===== src/rtl/stack_alu_pkg.sv =====
package stack_alu_pkg;
  localparam int DATA_W = 16;
  localparam int OP_W   = 12;

  typedef enum logic [1:0] {
    BIN_ADD = 2'b00,
    BIN_AND = 2'b01,
    BIN_OR  = 2'b10,
    BIN_XOR = 2'b11
  } binOp_e;

  typedef enum logic [1:0] {
    SH_NONE = 2'b00,
    SH_ROR  = 2'b01,
    SH_ROL  = 2'b10,
    SH_SWAP = 2'b11
  } shiftOp_e;

  typedef struct packed {
    logic     doCmp;
    logic     doInc;
    logic     keepIfPos;
    logic     doClrC;
    logic     doCmpC;
    logic     useOnes;
    binOp_e   binOp;
    shiftOp_e shiftOp;
    logic     doSave;
    logic     doJump;
  } aluStrobe_t;
endpackage


===== src/rtl/stack_alu_ctrl.sv =====
module stack_alu_ctrl
  import stack_alu_pkg::*;
#(
  parameter int OPW = OP_W
) (
  input  logic [OPW-1:0] opField,
  output aluStrobe_t     strobe
);
  // Field positions follow the execution order, low bit first.
  always_comb begin
    strobe.doCmp     = opField[0];
    strobe.doInc     = opField[1];
    strobe.keepIfPos = opField[2];
    strobe.doClrC    = opField[3];
    strobe.doCmpC    = opField[4];
    strobe.useOnes   = opField[5];
    strobe.binOp     = binOp_e'(opField[7:6]);
    strobe.shiftOp   = shiftOp_e'(opField[9:8]);
    strobe.doSave    = opField[10];
    strobe.doJump    = opField[11];
  end
endmodule


===== src/rtl/stack_alu_dpath.sv =====
module stack_alu_dpath
  import stack_alu_pkg::*;
#(
  parameter int W = DATA_W
) (
  input  logic         clk,
  input  logic         rstN,
  input  logic         issueValid,
  input  aluStrobe_t   strobe,
  input  logic [W-1:0] tosIn,
  input  logic [W-1:0] nosIn,
  input  logic         carryIn,
  input  logic [W-1:0] nextPc,
  output logic         resultValid,
  output logic [W-1:0] tosOut,
  output logic         carryOut,
  output logic         nosConsumed,
  output logic         pushReq,
  output logic [W-1:0] pushAddr,
  output logic         jumpReq,
  output logic [W-1:0] jumpTarget
);
  localparam int HALF = W / 2;

  logic [W-1:0] preTos;
  logic [W-1:0] opB;
  logic [W-1:0] binTos;
  logic [W-1:0] finTos;
  logic [W:0]   sumWide;
  logic         preC;
  logic         binC;
  logic         finC;
  logic         skipCarry;

  // unary steps on the top word and the carry
  always_comb begin
    preTos = tosIn;
    if (strobe.doCmp) preTos = ~preTos;
    if (strobe.doInc) preTos = preTos + 1'b1;
    skipCarry = strobe.keepIfPos && !preTos[W-1];
    preC = carryIn;
    if (strobe.doClrC && !skipCarry) preC = 1'b0;
    if (strobe.doCmpC && !skipCarry) preC = ~preC;
  end

  // binary step
  always_comb begin
    opB     = strobe.useOnes ? {W{1'b1}} : nosIn;
    sumWide = {1'b0, preTos} + {1'b0, opB};
    binC    = preC;
    binTos  = preTos;
    unique case (strobe.binOp)
      BIN_ADD: begin binTos = sumWide[W-1:0]; binC = sumWide[W]; end
      BIN_AND: binTos = preTos & opB;
      BIN_OR:  binTos = preTos | opB;
      BIN_XOR: binTos = preTos ^ opB;
    endcase
  end

  // shift step through the carry
  always_comb begin
    finTos = binTos;
    finC   = binC;
    unique case (strobe.shiftOp)
      SH_NONE: ;
      SH_ROR: begin finTos = {binC, binTos[W-1:1]}; finC = binTos[0]; end
      SH_ROL: begin finTos = {binTos[W-2:0], binC}; finC = binTos[W-1]; end
      SH_SWAP: finTos = {binTos[HALF-1:0], binTos[W-1:HALF]};
    endcase
  end

  always_ff @(posedge clk) begin
    if (!rstN) begin
      resultValid <= 1'b0;
      tosOut      <= '0;
      carryOut    <= 1'b0;
      nosConsumed <= 1'b0;
      pushReq     <= 1'b0;
      pushAddr    <= '0;
      jumpReq     <= 1'b0;
      jumpTarget  <= '0;
    end else begin
      resultValid <= issueValid;
      nosConsumed <= issueValid && !strobe.useOnes;
      pushReq     <= issueValid && strobe.doSave;
      jumpReq     <= issueValid && strobe.doJump;
      if (issueValid) begin
        tosOut     <= finTos;
        carryOut   <= finC;
        pushAddr   <= nextPc;
        jumpTarget <= finTos;
      end
    end
  end
endmodule


===== src/rtl/stack_alu_exec.sv =====
module stack_alu_exec
  import stack_alu_pkg::*;
#(
  parameter int W   = DATA_W,
  parameter int OPW = OP_W
) (
  input  logic           clk,
  input  logic           rstN,
  input  logic           issueValid,
  input  logic [OPW-1:0] opField,
  input  logic [W-1:0]   tosIn,
  input  logic [W-1:0]   nosIn,
  input  logic           carryIn,
  input  logic [W-1:0]   nextPc,
  output logic           resultValid,
  output logic [W-1:0]   tosOut,
  output logic           carryOut,
  output logic           nosConsumed,
  output logic           pushReq,
  output logic [W-1:0]   pushAddr,
  output logic           jumpReq,
  output logic [W-1:0]   jumpTarget
);
  aluStrobe_t strobe;

  stack_alu_ctrl #(.OPW(OPW)) u_ctrl (
    .opField (opField),
    .strobe  (strobe)
  );

  stack_alu_dpath #(.W(W)) u_dpath (
    .clk         (clk),
    .rstN        (rstN),
    .issueValid  (issueValid),
    .strobe      (strobe),
    .tosIn       (tosIn),
    .nosIn       (nosIn),
    .carryIn     (carryIn),
    .nextPc      (nextPc),
    .resultValid (resultValid),
    .tosOut      (tosOut),
    .carryOut    (carryOut),
    .nosConsumed (nosConsumed),
    .pushReq     (pushReq),
    .pushAddr    (pushAddr),
    .jumpReq     (jumpReq),
    .jumpTarget  (jumpTarget)
  );
endmodule


===== config.mk =====
export PLATFORM = sky130hd
export DESIGN_NAME = stack_alu_exec
export DESIGN_NICKNAME = d
export VERILOG_FILES = /design/src/rtl/stack_alu_pkg.sv /design/src/rtl/stack_alu_ctrl.sv /design/src/rtl/stack_alu_dpath.sv /design/src/rtl/stack_alu_exec.sv
export SDC_FILE = /design/constraint.sdc
export NUM_CORES = 1
export LEC_CHECK = 0
export CAP_MARGIN = 20
export CORE_UTILIZATION = 44
export CTS_CLUSTER_DIAMETER = 80
export CTS_CLUSTER_SIZE = 10
export DETAILED_ROUTE_END_ITERATION = 6
export DONT_BUFFER_PORTS = 1
export PLACE_DENSITY = 0.69
export SYNTH_ARGS = -nofsm -noshare
export SYNTH_HDL_FRONTEND = slang
export SYNTH_HIERARCHICAL = 1
export SYNTH_SLANG_ARGS = --single-unit

===== constraint.sdc =====
create_clock -name clk -period 6.1 [get_ports clk]
set_clock_uncertainty 0.05 [all_clocks]
set_input_delay 1.22 -clock clk [delete_from_list [all_inputs] [get_ports clk]]
set_output_delay 1.22 -clock clk [all_outputs]
set_load 0.01 [all_outputs]

==> reports/metrics.cfg <==
[setup_path]
cp_max_fo=30
crit_required_ns=6.22
timing.reg2reg.setup_slack_ns=5.12
ff2ff_path_depth=2
r2r_start=u_dpath/jumpTarget[11]$_SDFFE_PN0P_
crit_path_end_kind=flip-flop
arrival_ns=5.28
regToRegEndpoint=u_dpath/jumpTarget[11]$_SDFFE_PN0P_
path_class=input port to flip-flop
cp-start-kind=input port

[clock_tree]
cts_sinks=37
holdBufCountCts=0
cts_setup_buffers=0
cts_tree=built
clockRootBuffer=clkbuf_8
max-clock-path-buffers=2
cts_resized=0
insertion_delay_ns=0.28
cts_buffers=5
clkSlewWorstSetupHoldPaths_ns=0.07
htree_levels=2

[floorplanning]
die-area_um2=9810
initial_utilization_pct=45.0
row_count=35
io_pins=117
die_w_um=99.0
die_height_um=99.0
core-area_um2=9200

[routing]
drt_wl_total_um=9540
vias_per_cell=6.00
ant_nets=0
drtPass1Iterations=6
routedWlPerCell_um=16.6
drc=0
drtIter0Drc=153
routed-via-count=3452

[power]
finalPower_uw=842
p_leak_uw=0.00179
ir_drop_uv=92.0
p_per_area_nw_per_um2=206

[run_status]
outcome=complete, no violations

[yosys]
synth_top_family_by_area=compound AO/OA/AOI/OAI gates
ys_async_sr_fraction_pct=0
syn_nets=615
synth_simple_gate_area_share_pct=16.0
synth_top_flop_cell=dfxtp_1
syn_area_um2=4140
synth-compound-area-share_pct=22.2
synth_area_leaders=dfxtp_1 18%, ha_1 12%, mux4_2 6.0%
postSynthAreaPerCell_um2=8.11
yosys_warnings=6
synth_edf_count=0
yosysSeqAreaShare_pct=17.9
syn_inst=511
yosys.cell_types.count=59
synth_top_area_cell=dfxtp_1
synth_seq_cells=37
synthTopCellsByCount=61 x inv_1, 39 x ha_1, 37 x dfxtp_1
yosysMostFrequentCell=inv_1
synth_top_area_share_pct=17.9
synth.area.mux_share_pct=11.3
synth-xor-area-share_pct=7.19
synth_fa_ha_area_share_pct=12.3

[timing]
rsz0062_at_grt=no
hold_viol=0
max_freq_mhz=194
tightest_slew_ns=0.759
slew_headroom_pct=49.0
holdWs_ns=0.514
setup-tns-final_ns=0
setup_viol=0
min_period_ns=5.16
post-route-period-util_pct=84.6
drv_slew=0

[grt]
gr-total-overflow=0
grt_pass1_vias=3299
grt_max_degree=38
grt_usage_pct=19.2
met2_usage_pct=34.1
antenna_found_initial=0
met1_usage_pct=24.1
grt_pass1_wl_um=15400
met3_usage_pct=3.55
busiest_layer=met2

[worst_hold_path]
hold_class=flip-flop to flip-flop
hold_end=u_dpath/pushAddr[15]$_SDFFE_PN0P_
worstHoldStart=u_dpath/pushAddr[15]$_SDFFE_PN0P_
worst_hold_path.num_cells=2

[layout]
n_antenna_cell=0
ff_latch_area_um2=741
fin_nets=567
multiInputGateArea_um2=2860
fill_cells=926
finish.instance_area_um2=4080
area_growth_pct=-1.45
drive_gt1_share_pct=9.05

[flow_run]
max_cap_violations=0

[placement]
io_buffers=0
hpwl_um=7450
placed_cell_area_um2=3970
gp_congestion=0.900

==> power breakdown <==
part	internal (uW)	switching [uW]	total [uW]
Clock	133	80.8	214
Sequential	260	30.9	291
Combinational	156	181	336
Total	549	293	842
==> logic make-up after synthesis <==
group,Yosys count
compound gates,128
xor+xnor,34
fa+ha+maj,40
buf+inv,116
flops,37
mux,33
simple gates,123
==> through the flow <==
stage / cells / setup WS (ns) / utilization (%)
6_report: 575 / 0.939 / 44.4
5_1_grt: 575 / 0.775 / 44.4
4_1_cts: 575 / 1.01 / 44.4
3_5_place_dp: 567 / 0.734 / 43.1
3_3_place_gp: 567 / 0.815 / 43.1
2_1_floorplan: 511 / 0.607 / -
==> layout make-up <==
cell class | instances | area share, %
multi-input cells | 358 | 70.0
flip-flops and latches | 37 | 18.1
inverters | 61 | 5.61
well taps | 111 | 3.40
clock buffers | 7 | 2.11
clock inverters | 1 | 0.736
==> critical path, stage by stage <==
cell and delay (ns):
inv_1 0.06, or4_1 0.52, a221oi_1 0.57, mux2i_1 0.29, xnor2_1 0.17, ha_1 0.33
a21oi_1 0.24, o21ai_0 0.10, a21o_1 0.20, nor4_1 0.34, o31ai_1 0.16, xor2_1 0.15
mux4_2 0.52, a221oi_1 0.32, nor3_1 0.09
==> worst max path at each step <==
stage / depth (start not counted) / end / slack (ns) / startpoint
global route: 15 / u_dpath/jumpTarget[14]$_SDFFE_PN0P_ / 0.77 / opField[0]
finish: 15 / u_dpath/carryOut$_SDFFE_PN0P_ / 0.94 / opField[0]
floorplan: 18 / u_dpath/carryOut$_SDFFE_PN0P_ / 0.61 / opField[0]
CTS: 15 / u_dpath/carryOut$_SDFFE_PN0P_ / 1.01 / opField[0]
global placement: 15 / u_dpath/carryOut$_SDFFE_PN0P_ / 0.81 / opField[0]
detailed placement: 15 / u_dpath/carryOut$_SDFFE_PN0P_ / 0.73 / opField[0]
==> placed cells by master, fill, tap and decap left out, types with 3 or more instances in the layout <==
| master | instances |
|---|---|
| inv_1 | 61 |
| ha_1 | 39 |
| dfxtp_1 | 37 |
| nand2_1 | 34 |
| a21oi_1 | 33 |
| mux2i_1 | 21 |
| nor2_1 | 21 |
| nor2b_1 | 19 |
| o21ai_0 | 18 |
| xnor2_1 | 18 |
| or2_2 | 17 |
| xor2_1 | 16 |
| a221oi_1 | 14 |
| mux4_2 | 11 |
| a221o_1 | 8 |
| o221ai_1 | 8 |
| o211ai_1 | 7 |
| o21a_1 | 7 |
| clkbuf_8 | 6 |
| nor3_1 | 5 |
| nand3_1 | 5 |
| o31ai_1 | 5 |
| a211oi_1 | 3 |
| and3_1 | 3 |
| o22ai_1 | 3 |
==> state kept, by name, summed over array words and instances (netlist names) <==
name                 count
u_dpath/jumpReq          1
u_dpath/jumpTarget      16
u_dpath/pushReq          1
u_dpath/carryOut         1
u_dpath/nosConsumed      1
u_dpath/pushAddr        16
u_dpath/resultValid      1
==> layer usage <==
metal  wire (um)  up-vias
li1            -     1678
met5           0        -
met1        4170     1626
met4          49        0
met3         660        6
met2        4660      142
Note: power is estimated with default switching activity, not from simulation.
